### config.mk
export PLATFORM = sky130hd
export DESIGN_NAME = capture_avg_seq
export DESIGN_NICKNAME = d
export VERILOG_FILES = /design/src/rtl/cap_seq_pkg.sv /design/src/rtl/cap_evt_decode.sv /design/src/rtl/cap_wait_ctr.sv /design/src/rtl/capture_avg_seq.sv
export SDC_FILE = /design/constraint.sdc
export NUM_CORES = 1
export LEC_CHECK = 0
export BUFFER_PORTS_ARGS = -buffer_cell sky130_fd_sc_hd__buf_4
export CAP_MARGIN = 10
export CORE_ASPECT_RATIO = 0.9
export CORE_MARGIN = 2
export CORE_UTILIZATION = 40
export DETAILED_ROUTE_END_ITERATION = 8
export GPL_TIMING_DRIVEN = 0
export PLACE_DENSITY = 0.69
export SLEW_MARGIN = 40
export SYNTH_ARGS = -nofsm -noshare
export SYNTH_HDL_FRONTEND = slang
export SYNTH_HIERARCHICAL = 1
export SYNTH_SLANG_ARGS = --single-unit
### constraint.sdc
create_clock -name clk -period 2.5 [get_ports clk]
set_input_delay 0.125 -clock clk [delete_from_list [all_inputs] [get_ports clk]]
set_output_delay 0.125 -clock clk [all_outputs]
set_load 0.02 [all_outputs]
### src/rtl/cap_seq_pkg.sv
// Package: shared types for the capture averaging sequencer.
// Assumes nothing beyond IEEE 1800-2017 enums.
package cap_seq_pkg;

    // Which ping-pong half a buffer event refers to
    typedef enum logic {
        HALF_FIRST  = 1'b0,
        HALF_SECOND = 1'b1
    } half_e;

    // Action chosen for one buffer event
    typedef enum logic [1:0] {
        ACT_NONE    = 2'd0,
        ACT_DISCARD = 2'd1,
        ACT_KEEP    = 2'd2
    } buf_act_e;

endpackage

### src/rtl/cap_evt_decode.sv
// Module: cap_evt_decode
// Merges the two half-complete events into one event strobe and a half tag.
// Assumes the two events are single-cycle pulses; if both arrive together
// the second half is reported.
module cap_evt_decode
    import cap_seq_pkg::*;
(
    input  logic  evt_lo,
    input  logic  evt_hi,
    output logic  evt_any,
    output half_e evt_half
);

    // Purpose: combine the strobes and tag the half
    always_comb begin
        evt_any  = evt_lo | evt_hi;
        evt_half = evt_hi ? HALF_SECOND : HALF_FIRST;
    end

endmodule

### src/rtl/cap_wait_ctr.sv
// Module: cap_wait_ctr
// Holds the per-point wait count and decides, for each buffer event, whether
// the buffer is discarded (count >= code+2) or kept. Start loads the count
// with delay + code + 1 and arms the sequence; the event that takes the count
// from 1 to 0 is the last one. Start outranks a same-cycle event.
module cap_wait_ctr
    import cap_seq_pkg::*;
#(
    parameter int DLY_W = 8,
    parameter int BW_W  = 8
)(
    input  logic             clk,
    input  logic             rst_n,
    input  logic             start,
    input  logic [DLY_W-1:0] settle_dly,
    input  logic [BW_W-1:0]  bw_code,
    input  logic             evt_any,
    output logic             busy,
    output buf_act_e         act,
    output logic             last
);

    localparam int MAX_W = (DLY_W > BW_W) ? DLY_W : BW_W;
    localparam int CNT_W = MAX_W + 1;
    localparam int CMP_W = CNT_W + 1;

    logic [CNT_W-1:0] cnt_q;
    logic [BW_W-1:0]  bw_q;
    logic [CMP_W-1:0] cnt_ext;
    logic [CMP_W-1:0] keep_lim;

    // Purpose: classify the current buffer event
    always_comb begin
        cnt_ext  = CMP_W'(cnt_q);
        keep_lim = CMP_W'(bw_q) + CMP_W'(2);
        act      = ACT_NONE;
        if (busy && evt_any && !start) begin
            act = (cnt_ext >= keep_lim) ? ACT_DISCARD : ACT_KEEP;
        end
        last = (act == ACT_KEEP) && (cnt_q == CNT_W'(1));
    end

    // Purpose: load on start, count down once per accepted buffer event
    always_ff @(posedge clk) begin
        if (!rst_n) begin
            cnt_q <= '0;
            bw_q  <= '0;
            busy  <= 1'b0;
        end else if (start) begin
            cnt_q <= CNT_W'(settle_dly) + CNT_W'(bw_code) + CNT_W'(1);
            bw_q  <= bw_code;
            busy  <= 1'b1;
        end else if (act != ACT_NONE) begin
            cnt_q <= cnt_q - CNT_W'(1);
            if (cnt_q == CNT_W'(1)) begin
                busy <= 1'b0;
            end
        end
    end

    AST_BUSY_NONZERO: assert property (@(posedge clk) disable iff (!rst_n)
        busy |-> (cnt_q != '0));
    AST_START_ARMS: assert property (@(posedge clk) disable iff (!rst_n)
        start |=> busy);
    AST_LAST_ENDS: assert property (@(posedge clk) disable iff (!rst_n)
        last |=> !busy);

endmodule

### src/rtl/capture_avg_seq.sv
// Module: capture_avg_seq (top)
// Sequences one measurement point over a ping-pong capture buffer: discards
// settle buffers by clearing the accumulators, forwards code+1 buffers for
// accumulation and pulses done on the last. All outputs are registered and
// follow their cause by one cycle. Assumes single-cycle event and start pulses.
module capture_avg_seq
    import cap_seq_pkg::*;
#(
    parameter int DLY_W = 8,
    parameter int BW_W  = 8
)(
    input  logic             clk,
    input  logic             rst_n,
    input  logic             start,
    input  logic [DLY_W-1:0] settle_dly,
    input  logic [BW_W-1:0]  bw_code,
    input  logic             evt_lo,
    input  logic             evt_hi,
    output logic             half_sel,
    output logic             acc_clr,
    output logic             proc_en,
    output logic             meas_done
);

    logic     evt_any;
    half_e    evt_half;
    logic     busy;
    buf_act_e act;
    logic     last;

    cap_evt_decode u_dec (
        .evt_lo   (evt_lo),
        .evt_hi   (evt_hi),
        .evt_any  (evt_any),
        .evt_half (evt_half)
    );

    cap_wait_ctr #(
        .DLY_W (DLY_W),
        .BW_W  (BW_W)
    ) u_ctr (
        .clk        (clk),
        .rst_n      (rst_n),
        .start      (start),
        .settle_dly (settle_dly),
        .bw_code    (bw_code),
        .evt_any    (evt_any),
        .busy       (busy),
        .act        (act),
        .last       (last)
    );

    // Purpose: register the control pulses and the half select
    always_ff @(posedge clk) begin
        if (!rst_n) begin
            half_sel  <= 1'b0;
            acc_clr   <= 1'b0;
            proc_en   <= 1'b0;
            meas_done <= 1'b0;
        end else begin
            acc_clr   <= (start && busy) || (act == ACT_DISCARD);
            proc_en   <= (act == ACT_KEEP);
            meas_done <= last;
            if (act != ACT_NONE) begin
                half_sel <= evt_half;
            end
        end
    end

    AST_CLR_PROC_EXCL: assert property (@(posedge clk) disable iff (!rst_n)
        !(acc_clr && proc_en));
    AST_DONE_WITH_PROC: assert property (@(posedge clk) disable iff (!rst_n)
        meas_done |-> proc_en);
    AST_DONE_SINGLE: assert property (@(posedge clk) disable iff (!rst_n)
        meas_done |=> !meas_done);
    AST_IDLE_QUIET: assert property (@(posedge clk) disable iff (!rst_n)
        (!busy && !start) |=> (!proc_en && !meas_done));
    AST_SEL_SECOND: assert property (@(posedge clk) disable iff (!rst_n)
        (evt_hi && !evt_lo && busy && !start) |=> half_sel);
    AST_SEL_FIRST: assert property (@(posedge clk) disable iff (!rst_n)
        (evt_lo && !evt_hi && busy && !start) |=> !half_sel);
    AST_START_NO_PROC: assert property (@(posedge clk) disable iff (!rst_n)
        start |=> !proc_en);

endmodule

==> results of run 1 <==
worst max-delay path: cells and delay by family (launching register included):
kind / cells / cell delay (ps)
AND/OR/NAND/NOR: 3 / 520
XOR/XNOR: 1 / 160
adder cells (fa/ha/maj): 2 / 500
flip-flops: 1 / 410
AO/OA/AOI/OAI: 5 / 630
what timing repair did:
action	4_1_cts	5_1_grt
resized for setup	1	4
hold buffers	0	0
endpoints found under the setup margin	3	3
cells in the final DEF, fill, tap and decap left out, types with 2 or more instances in the layout:
master,synthesis,layout
a211oi_1,5,5
a21o_1,4,4
a21oi_1,12,11
buf_4,1,25
clkbuf_1,5,5
clkbuf_8,0,3
dfxtp_1,22,21
ha_1,20,20
inv_1,7,7
mux2i_1,8,8
nand2_1,6,6
nand2b_1,2,2
nand3_1,7,7
nor2_1,22,22
nor3_1,5,4
nor3_2,1,2
nor4_1,4,4
o21a_1,2,2
o21ai_0,7,7
o21ai_1,3,3
o31ai_1,2,2
or2_1,2,2
xnor2_1,7,7
xor2_1,8,8
cell usage after synthesis (all sizes together), types with 5 or more instances:
cell type	instances
a211oi	5
a21oi	12
clkbuf	5
dfxtp	22
ha	20
inv	8
mux2i	8
nand2	6
nand3	7
nor2	22
nor3	6
nor4	5
o21ai	10
xnor2	7
xor2	8
how the worst max path moves through the flow:
stage                                       end  slack (ps)  cells past startpoint                        from
after global placement       acc_clr$_SDFF_PN0_         -30                     11  u_ctr/bw_q[1]$_SDFFE_PN0P_
after global routing      half_sel$_SDFFE_PN0P_           7                     11  u_ctr/bw_q[2]$_SDFFE_PN0P_
after detailed placement     acc_clr$_SDFF_PN0_         -30                     11  u_ctr/bw_q[1]$_SDFFE_PN0P_
after CTS                    acc_clr$_SDFF_PN0_          40                     11  u_ctr/bw_q[1]$_SDFFE_PN0P_
final                        acc_clr$_SDFF_PN0_         170                     11  u_ctr/bw_q[2]$_SDFFE_PN0P_
after floorplan              acc_clr$_SDFF_PN0_         270                     11  u_ctr/bw_q[1]$_SDFFE_PN0P_
power by group through the flow:
stage / registers (uW) / clock network, uW / logic (uW)
finish: 414 / 332 / 297
global route: 418 / 356 / 336
CTS: 413 / 343 / 291
detailed placement: 421 / 0 / 286
global placement: 421 / 0 / 282
floorplan: 415 / 0 / 205
per-stage QoR:
stage | instances | hold slack, ps
after floorplan | 185 | 258
after global placement | 255 | 374
after detailed placement | 255 | 383
after CTS | 259 | 102
after global routing | 259 | 123
final | 259 | 103
registers in the layout, indices dropped and copies added (netlist names):
register / cells
u_ctr/cnt_q: 9
half_sel: 1
u_ctr/busy: 1
acc_clr: 1
proc_en: 1
meas_done: 1
u_ctr/bw_q: 8
cell families (layout without fill, tap and decap cells):
kind of cell | count (synthesis) | in the layout
adder cells (fa/ha/maj) | 21 | 21
buffers and inverters | 14 | 42
XOR/XNOR | 15 | 15
multiplexers | 8 | 8
AO/OA/AOI/OAI | 45 | 45
AND/OR/NAND/NOR | 60 | 60
flip-flops | 22 | 22
per-layer routing:
metal  track usage [%]  part of all wire (%)  vias to the layer above
met1              22.0                    53                      603
met3              3.00                   3.2                        2
met4              3.54                  0.85                        0
met2              27.7                    43                       22
met5                 0                     0                        -
li1                  -                     -                      727
area by class of cell:
type | count | area, um2
fill | 382 | 1840
multi-input combinational | 149 | 1140
tap | 46 | 57.6
clock inverter | 1 | 30.0
buffer | 6 | 26.3
timing repair buffer | 24 | 180
inverter | 8 | 30.0
clock buffer | 3 | 41.3
sequential | 22 | 442
==> out/results.tsv, run 1 <==
stage	metric	value	unit
critical_path	worst stage delay on the critical path	410	ps
logic_synthesis	cell accounting for the most synthesized area	dfxtp_1	
logic_synthesis	mapped cell area	1610	um2
logic_synthesis	Yosys warnings	6	
critical_path	Worst setup EP type	flop	
global_route	first-pass GRT wire length	6.04	mm
power	clock group share of total power	31.8	%
logic_synthesis	#FFs+latches synth	22	
place	Worst Setup Slack post-DPL	-26.8	ps
critical_path	WP data required	2660	ps
sta	Max Fclk	0.430	GHz
logic_synthesis	ys async rst share	0	%
logic_synthesis	Adder-Cell Fraction of Synth Area	16.7	%
clock_tree	clk slew on worst S/H paths	80	ps
clock_tree	clk sinks	22	
cells_and_area	share of cells above drive strength 1	19.2	%
clock_tree	CTS Buf Count	3	
global_route	largest net degree at the start of global routing	14	
critical_path	ordered list of cells on the worst path	ha_1 -> nand3_1 -> xor2_1 -> ha_1 -> a21o_1 -> a21oi_1 -> o21ai_1 -> a21oi_2 -> nor3b_4 -> nand2b_1 -> a21boi_2	
global_route	vias in the first global route	1348	
global_route	All-Layer GR Usage	16.5	%
cells_and_area	design area	1940	um2
floorplan	site row count	21	
critical_path	R2R Path Start	u_ctr/bw_q[2]$_SDFFE_PN0P_	
sta	Clock Skew	3.76	ps
cells_and_area	diode count	0	
outcome	status	finished clean	
critical_path	reg-to-reg slack, setup	170	ps
floorplan	Core Region	3780	um2
floorplan	die footprint	4560	um2
logic_synthesis	area share of the leading cell type in the synthesized netlist	27.3	%
clock_tree	Clock Tree Buf Depth	2	
power	worst vdd ir	0.342	mV
route	vias	1354	
power	pwr dens	537	nW/um2
worst_hold_path	worst hold endpoint	u_ctr/bw_q[5]$_SDFFE_PN0P_	
critical_path	reg2reg path depth	11	
logic_synthesis	Mapped Nets	227	
power	switching fraction of total power	29.4	%
power	sequential power share	39.7	%
sta	crit path time final	2330	ps
global_route	initial antenna violation count	0	
clock_tree	CTS tree	built	
worst_hold_path	Hold Path Stages	3	
route	First-pass DRT Iterations	4	
floorplan	Initial Utilization	42.7	%
cells_and_area	area growth from synthesis to layout	20.5	%
power	Switching Power	307	uW
place	Final Wtd Congestion	0.783	
logic_synthesis	EDFF count, synth	0	
route	DRT Wirelength	3.43	mm
place	HPWL Detailed	2.68	mm
floorplan	Die Ht	64.3	um
place	Post-Place Cell Area	1850	um2
sta	RSZ-0062 raised after global routing	no	
clock_tree	CTS Root Cell	clkbuf_8	
logic_synthesis	post-synthesis sequential area ratio	27.3	%
logic_synthesis	Syn Area/Cell	8.72	um2
power	static leakage	0.000865	uW
clock_tree	htree depth	1	
route	Initial DRC Count	65	
logic_synthesis	compound-gate portion of the synthesized area	18.9	%
power	post-layout total power	1040	uW
sta	Slew HR	58.0	%
logic_synthesis	Post-Syn Instances	185	
global_route	total congestion overflow	0	
critical_path	Worst EP arrival	2480	ps
worst_hold_path	Hold Path Class	in -> reg	
floorplan	I/O pins	25	
sta	setup TNS	0	ps
floorplan	die width	71.0	um
route	Antenna Nets Post-Route	0	
logic_synthesis	largest family of logic cells by synthesized area	simple AND/OR/NAND/NOR gates	
logic_synthesis	XOR/XNOR Fraction of Synth Area	8.14	%
cells_and_area	Core Util, Final	51.4	%
sta	final hold viol count	0	
logic_synthesis	mux share of post-synthesis cell area	4.96	%
critical_path	Worst R2R End	acc_clr$_SDFF_PN0_	
logic_synthesis	Cell variety after synth	46	
power	Gate power share	28.5	%
clock_tree	# Post-CTS Setup Buffers	0	
place	input/output buffers	24	
critical_path	Crit Path Class	reg -> reg	
clock_tree	clock latency on the worst-skew pair	260	ps
sta	worst slew pin tran	630	ps
logic_synthesis	Area contributors post-synth	dfxtp_1 27%, ha_1 16%, nor2_1 5.1%	
worst_hold_path	HP Start	bw_code[5]	
flow_run	maxcap violations	0	
sta	# setup viols final	0	
critical_path	Critical Path Fanout Max	4	
route	Via density	5.23	
cells_and_area	fin nets	256	
sta	Setup WS post-layout	174	ps
route	DR DRC count	0	
route	drt wl/cell	13.2	um
critical_path	crit start category	flop	
sta	fin crit share	93.0	%
critical_path	slowest cell on the critical path	dfxtp_1	
critical_path	CP most frequent cell	ha_1	
sta	Slew Limit Fails	0	
logic_synthesis	Post-Synth Simple-Gate Area	20.5	%
power	cell internal pwr	736	uW
logic_synthesis	ys flop type	dfxtp_1	
Note: power is estimated with default switching activity, not from simulation.
==> inputs of run 2 (changes only) <==
--- a/config.mk
+++ b/config.mk
@@ -5,14 +5,14 @@
 export SDC_FILE = /design/constraint.sdc
 export NUM_CORES = 1
 export LEC_CHECK = 0
-export BUFFER_PORTS_ARGS = -buffer_cell sky130_fd_sc_hd__buf_4
 export CAP_MARGIN = 10
 export CORE_ASPECT_RATIO = 0.9
 export CORE_MARGIN = 2
 export CORE_UTILIZATION = 40
 export DETAILED_ROUTE_END_ITERATION = 8
+export DONT_BUFFER_PORTS = 1
 export GPL_TIMING_DRIVEN = 0
-export PLACE_DENSITY = 0.69
+export PLACE_DENSITY = 0.63
 export SLEW_MARGIN = 40
 export SYNTH_ARGS = -nofsm -noshare
 export SYNTH_HDL_FRONTEND = slang
==> run 2 against run 1 <==
  * Combinational power decreased by 11%
  * Utilization decreased by 5.1 points
  * Critical endpoint unchanged
  * Die area unchanged
  * Count of clock-buffer cells in the layout unchanged
==> out/results.tsv, run 2 (synthesized netlist as in run 1, its figures left out) <==
stage	metric	value	unit	change
worst_hold_path	Hold Path Class	in -> reg		
route	Via density	5.69		+8.8%
cells_and_area	share of cells above drive strength 1	9.52	%	-9.7 points
sta	Max Fclk	0.418	GHz	-2.7%
sta	Slew HR	59.9	%	+1.9 points
cells_and_area	max FFs per register	9		unchanged
outcome	status	finished clean		
worst_hold_path	HP Start	rst_n		
sta	worst slew pin tran	601	ps	-29.1 ps
sta	crit path time final	2390	ps	+65.3 ps
route	DRT Wirelength	3.59	mm	+4.7%
place	Final Wtd Congestion	0.758		-3.2%
cells_and_area	most common cell after layout, fill and taps aside	nor2_1		
power	static leakage	0.000736	uW	-15%
critical_path	WP data required	2660	ps	about the same
critical_path	crit start category	flop		
critical_path	Crit Path Class	reg -> reg		
clock_tree	Clock Tree Buf Depth	2		unchanged
floorplan	I/O pins	25		unchanged
clock_tree	htree depth	1		unchanged
route	drt wl/cell	15.3	um	+15%
critical_path	Critical Path Fanout Max	5		+1
cells_and_area	largest reg by FF count	u_ctr/cnt_q		
cells_and_area	area growth from synthesis to layout	8.45	%	
sta	fin crit share	95.7	%	+2.6 points
place	HPWL Detailed	2.79	mm	+4.0%
place	placed cells	231		-9.4%
flow_run	maxcap violations	0		unchanged
floorplan	site row count	21		unchanged
global_route	total congestion overflow	0		unchanged
global_route	largest net degree at the start of global routing	12		-2
global_route	vias in the first global route	1276		-5.3%
clock_tree	# Post-CTS Setup Buffers	0		unchanged
cells_and_area	fin nets	233		-9.0%
floorplan	Initial Utilization	42.7	%	unchanged
cells_and_area	Non-Filler Instances	235		-9.3%
critical_path	Worst Setup SP	u_ctr/bw_q[1]$_SDFFE_PN0P_		
global_route	initial antenna violation count	0		unchanged
sta	Setup WS post-layout	109	ps	-65.3 ps
route	First-pass DRT Iterations	4		unchanged
critical_path	Worst setup EP type	flop		
clock_tree	clk sinks	22		unchanged
clock_tree	clk slew on worst S/H paths	80	ps	about the same
clock_tree	clock latency on the worst-skew pair	260	ps	about the same
critical_path	R2R Path Start	u_ctr/bw_q[1]$_SDFFE_PN0P_		
sta	Clock Skew	1.98	ps	-1.78 ps
power	pwr dens	516	nW/um2	-3.9%
cells_and_area	largest registers	u_ctr/cnt_q: 9 flops, u_ctr/bw_q: 8 flops		
critical_path	ordered list of cells on the worst path	ha_2 -> nand3_1 -> xor2_1 -> ha_1 -> a21o_1 -> a21oi_1 -> o21ai_1 -> a21oi_2 -> nor3b_4 -> nand2b_1 -> a21boi_2		
cells_and_area	diode count	0		unchanged
critical_path	reg2reg path depth	11		unchanged
route	vias	1337		-1.3%
worst_hold_path	Hold Path Stages	2		-1
global_route	All-Layer GR Usage	16.4	%	-0.093 points
sta	worst hold slack	8.69	ps	-94.5 ps
place	Worst Setup Slack post-DPL	-131	ps	-105 ps
clock_tree	CTS Buf Count	3		unchanged
clock_tree	CTS Root Cell	clkbuf_8		
cells_and_area	most frequent cells in the layout	22 x nor2_1, 20 x dfxtp_1, 19 x ha_1, 11 x a21oi_1		
floorplan	die footprint	4560	um2	unchanged
cells_and_area	Filler cells	393		+2.9%
floorplan	Die Ht	64.3	um	unchanged
floorplan	die width	71.0	um	unchanged
place	input/output buffers	0		-100%
critical_path	worst stage delay on the critical path	380	ps	-30 ps
route	DR DRC count	0		unchanged
route	Initial DRC Count	66		+1.5%
sta	Slew Limit Fails	0		unchanged
global_route	first-pass GRT wire length	5.81	mm	-3.8%
critical_path	Worst EP arrival	2550	ps	+70 ps
clock_tree	CTS tree	built		
power	post-layout total power	903	uW	-13%
floorplan	Core Region	3780	um2	unchanged
sta	final hold viol count	0		unchanged
route	Antenna Nets Post-Route	0		unchanged
critical_path	slowest cell on the critical path	dfxtp_4		
sta	# setup viols final	0		unchanged
power	worst vdd ir	0.192	mV	-44%
## run 2: worst paths after layout
path,slack (ps),endpoint
setup reg to reg,110,acc_clr$_SDFF_PN0_
setup / recovery,110,acc_clr$_SDFF_PN0_
hold reg to reg,510,u_ctr/bw_q[0]$_SDFFE_PN0P_
hold / removal,9,u_ctr/cnt_q[7]$_SDFFE_PN0P_
## run 2: critical path: cells and delay by family, from the launching register on
kind / cells / cell delay [ps]
XOR/XNOR: 1 / 170
AO/OA/AOI/OAI: 5 / 700
AND/OR/NAND/NOR: 3 / 550
flip-flops: 1 / 380
adder cells (fa/ha/maj): 2 / 480
## run 2: where the power goes
part	switching [uW]	internal, uW	total (uW)
registers	39.4	378	417
logic	142	123	265
clock network	113	107	221
## run 2: stage by stage
stage	setup TNS (ps)	utilization, %	cell area (um2)
floorplan	0	-	1610
global placement	-1.67	44.2	1670
detailed placement	-342	44.2	1670
CTS	0	45.8	1730
global route	-15.1	46.3	1750
finish	0	46.3	1750
## run 2: timing repair
action                                  4_1_cts  5_1_grt
hold buffers                                  1        0
gates resized for setup                       2        6
pin swaps                                     0        0
endpoints found under the hold margin         4        0
endpoints found under the setup margin        3        3
## run 2: layout make-up
cell class / instances / area, um2 / area share [%]
clock buffers: 3 / 41.3 / 2.36
well taps: 46 / 57.6 / 3.29
multi-input cells: 149 / 1140 / 65.1
flip-flops and latches: 22 / 445 / 25.4
inverters: 8 / 30.0 / 1.72
plain buffers: 6 / 26.3 / 1.50
repair buffers: 1 / 10.0 / 0.572
## run 2: metal layers
layer | up-vias | global-route usage (%) | share of wire (%)
met1 | 629 | 21.0 | 47
met3 | 2 | 2.68 | 3.8
met4 | 0 | 6.37 | 0.95
met2 | 26 | 27.5 | 48
met5 | - | 0 | 0
li1 | 680 | - | -
==> inputs of run 3 (changes only) <==
--- a/config.mk
+++ b/config.mk
@@ -13,6 +13,7 @@
 export DONT_BUFFER_PORTS = 1
 export GPL_TIMING_DRIVEN = 0
 export PLACE_DENSITY = 0.63
+export SETUP_SLACK_MARGIN = 0.5
 export SLEW_MARGIN = 40
 export SYNTH_ARGS = -nofsm -noshare
 export SYNTH_HDL_FRONTEND = slang
==> run 3 against run 2 <==
  * Sequential share of layout area fell by 0.99 points
  * Register-to-register slack improved by 210 ps
  * Power rose by 6.0%
  * Global-route usage rose by 0.43 points
  * Die area did not move
  * Utilization rose by 2.3 points
  * Worst hold slack barely moved
  * Sequential power barely moved
  * Critical path type unchanged
  * Largest power group unchanged
  * Highest routed layer is now met3
==> out/results.tsv, run 3 (synthesized netlist as in run 1, its figures left out) <==
stage	metric	value	unit	change
floorplan	Die Ht	64.3	um	unchanged
sta	Max Fclk	0.459	GHz	+9.8%
floorplan	I/O pins	25		unchanged
sta	setup TNS	0	ps	unchanged
cells_and_area	Filler cells	400		+1.8%
critical_path	R2R Path Start	u_ctr/bw_q[1]$_SDFFE_PN0P_		
floorplan	die width	71.0	um	unchanged
clock_tree	Clock Tree Buf Depth	2		unchanged
clock_tree	CTS Buf Count	3		unchanged
cells_and_area	area of the multi-input gates	1190	um2	+4.1%
global_route	vias in the first global route	1315		+3.1%
floorplan	Initial Utilization	42.7	%	unchanged
critical_path	WP data required	2660	ps	about the same
route	DR DRC count	0		unchanged
sta	Clock Skew	5.16	ps	+3.18 ps
sta	RSZ-0062 raised after global routing	yes		
critical_path	reg-to-reg slack, setup	320	ps	+210 ps
cells_and_area	area growth from synthesis to layout	13.8	%	
sta	Slew Limit Fails	0		unchanged
critical_path	Worst setup EP type	flop		
cells_and_area	max FFs per register	9		unchanged
critical_path	Critical Path Fanout Max	4		-1
critical_path	Worst EP arrival	2340	ps	-210 ps
outcome	status	finished clean		
global_route	initial antenna violation count	0		unchanged
route	DRT Wirelength	3.66	mm	+2.1%
place	Final Wtd Congestion	0.792		+4.5%
worst_hold_path	Hold Path Stages	2		unchanged
worst_hold_path	Hold Path Class	in -> reg		
global_route	first-pass GRT wire length	6.19	mm	+6.5%
sta	final hold viol count	0		unchanged
critical_path	reg2reg path depth	10		-1
floorplan	site row count	21		unchanged
sta	crit path time final	2180	ps	-213 ps
place	input/output buffers	0		unchanged
critical_path	crit start category	flop		
cells_and_area	diode count	0		unchanged
cells_and_area	share of cells above drive strength 1	15.0	%	+5.5 points
floorplan	Core Region	3780	um2	unchanged
route	drt wl/cell	15.3	um	+0.44%
floorplan	die footprint	4560	um2	unchanged
clock_tree	CTS Root Cell	clkbuf_8		
place	HPWL Detailed	2.79	mm	-0.15%
critical_path	Crit Path Class	reg -> reg		
sta	worst slew pin tran	636	ps	+34.5 ps
worst_hold_path	HP Start	bw_code[2]		
clock_tree	CTS tree	built		
sta	Slew HR	57.6	%	-2.3 points
global_route	total congestion overflow	0		unchanged
sta	# setup viols final	0		unchanged
flow_run	maxcap violations	0		unchanged
global_route	largest net degree at the start of global routing	13		+1
route	First-pass DRT Iterations	4		unchanged
power	pwr dens	521	nW/um2	+1.0%
clock_tree	clk sinks	22		unchanged
route	Initial DRC Count	41		-38%
sta	fin crit share	87.1	%	-8.5 points
clock_tree	htree depth	1		unchanged
cells_and_area	Register Area	449	um2	+0.84%
cells_and_area	largest reg by FF count	u_ctr/cnt_q		
cells_and_area	most common cell after layout, fill and taps aside	nor2_1		
cells_and_area	fin nets	236		+1.3%
route	Via density	5.65		-0.64%
critical_path	Worst R2R End	proc_en$_SDFF_PN0_		
sta	worst hold slack	8.72	ps	+0.0322 ps
route	Antenna Nets Post-Route	0		unchanged
clock_tree	clk slew on worst S/H paths	80	ps	about the same
cells_and_area	largest registers	u_ctr/cnt_q: 9 flops, u_ctr/bw_q: 8 flops		
power	worst vdd ir	0.274	mV	+43%
cells_and_area	most frequent cells in the layout	22 x nor2_1, 19 x dfxtp_1, 19 x ha_1, 11 x a21oi_1		
clock_tree	clock latency on the worst-skew pair	260	ps	about the same
route	vias	1351		+1.0%
power	static leakage	0.000763	uW	+3.8%
global_route	All-Layer GR Usage	16.8	%	+0.43 points
worst_hold_path	worst hold endpoint	u_ctr/bw_q[2]$_SDFFE_PN0P_		
==> run 3: worst max-delay path by stage <==
stage	slack, ps	startpoint	endpoint	depth (start not counted)
2_1_floorplan	460	u_ctr/bw_q[1]$_SDFFE_PN0P_	acc_clr$_SDFF_PN0_	11
6_report	320	u_ctr/bw_q[1]$_SDFFE_PN0P_	proc_en$_SDFF_PN0_	10
4_1_cts	290	u_ctr/bw_q[1]$_SDFFE_PN0P_	proc_en$_SDFF_PN0_	10
3_5_place_dp	290	u_ctr/bw_q[1]$_SDFFE_PN0P_	acc_clr$_SDFF_PN0_	11
3_3_place_gp	290	u_ctr/bw_q[1]$_SDFFE_PN0P_	acc_clr$_SDFF_PN0_	11
5_1_grt	180	u_ctr/bw_q[2]$_SDFFE_PN0P_	half_sel$_SDFFE_PN0P_	12
==> run 3: layout make-up <==
class / instances / area share [%]
Tap cell: 46 / 3.13
Timing Repair Buffer: 4 / 1.77
Inverter: 8 / 1.63
Buffer: 6 / 1.43
Multi-Input combinational cell: 149 / 64.6
Sequential cell: 22 / 24.5
Clock buffer: 4 / 3.00
==> run 3: stage by stage <==
step                      instance area, um2  total power, uW  utilization (%)  std cells  setup slack, ps
final                                   1840              957             48.5        239              322
after global placement                  1720              680             45.4        231              293
after CTS                               1830              962             48.3        238              291
after floorplan                         1660              634                -        185              462
after detailed placement                1720              690             45.4        231              293
after global routing                    1840             1020             48.5        239              179
==> run 3: critical path: stages (launching register included) <==
cell and delay, ps:
dfxtp_4 380, and3_4 190, nand3_2 90, or2_1 230, ha_1 300, nand2_2 60
nor3_2 170, a21oi_2 80, buf_4 140, nor3_4 200, and3b_2 230
==> run 3: report_power, final <==
group / leakage (uW) / internal (uW) / switching, uW / total (uW)
clock: 0.0000288 / 140 / 114 / 254
sequential: 0.000183 / 377 / 41.4 / 419
combinational: 0.000551 / 135 / 149 / 284
total: 0.000763 / 653 / 305 / 957
==> run 3: routing by layer <==
metal | vias to the layer above | track usage (%) | wire (um)
met2 | 30 | 29.2 | 1790
met1 | 625 | 22.4 | 1730
met4 | 0 | 3.54 | 0
met5 | - | 0 | 0
li1 | 696 | - | -
met3 | 0 | 1.89 | 151
==> run 3: repair_timing <==
action | 4_1_cts | 5_1_grt
setup endpoints to repair | 4 | 4
gates resized for setup | 8 | 0
pin swaps | 14 | 7
setup buffers | 2 | 1
cloned | 0 | 0
hold buffers | 1 | 0
hold endpoints to repair | 3 | 0
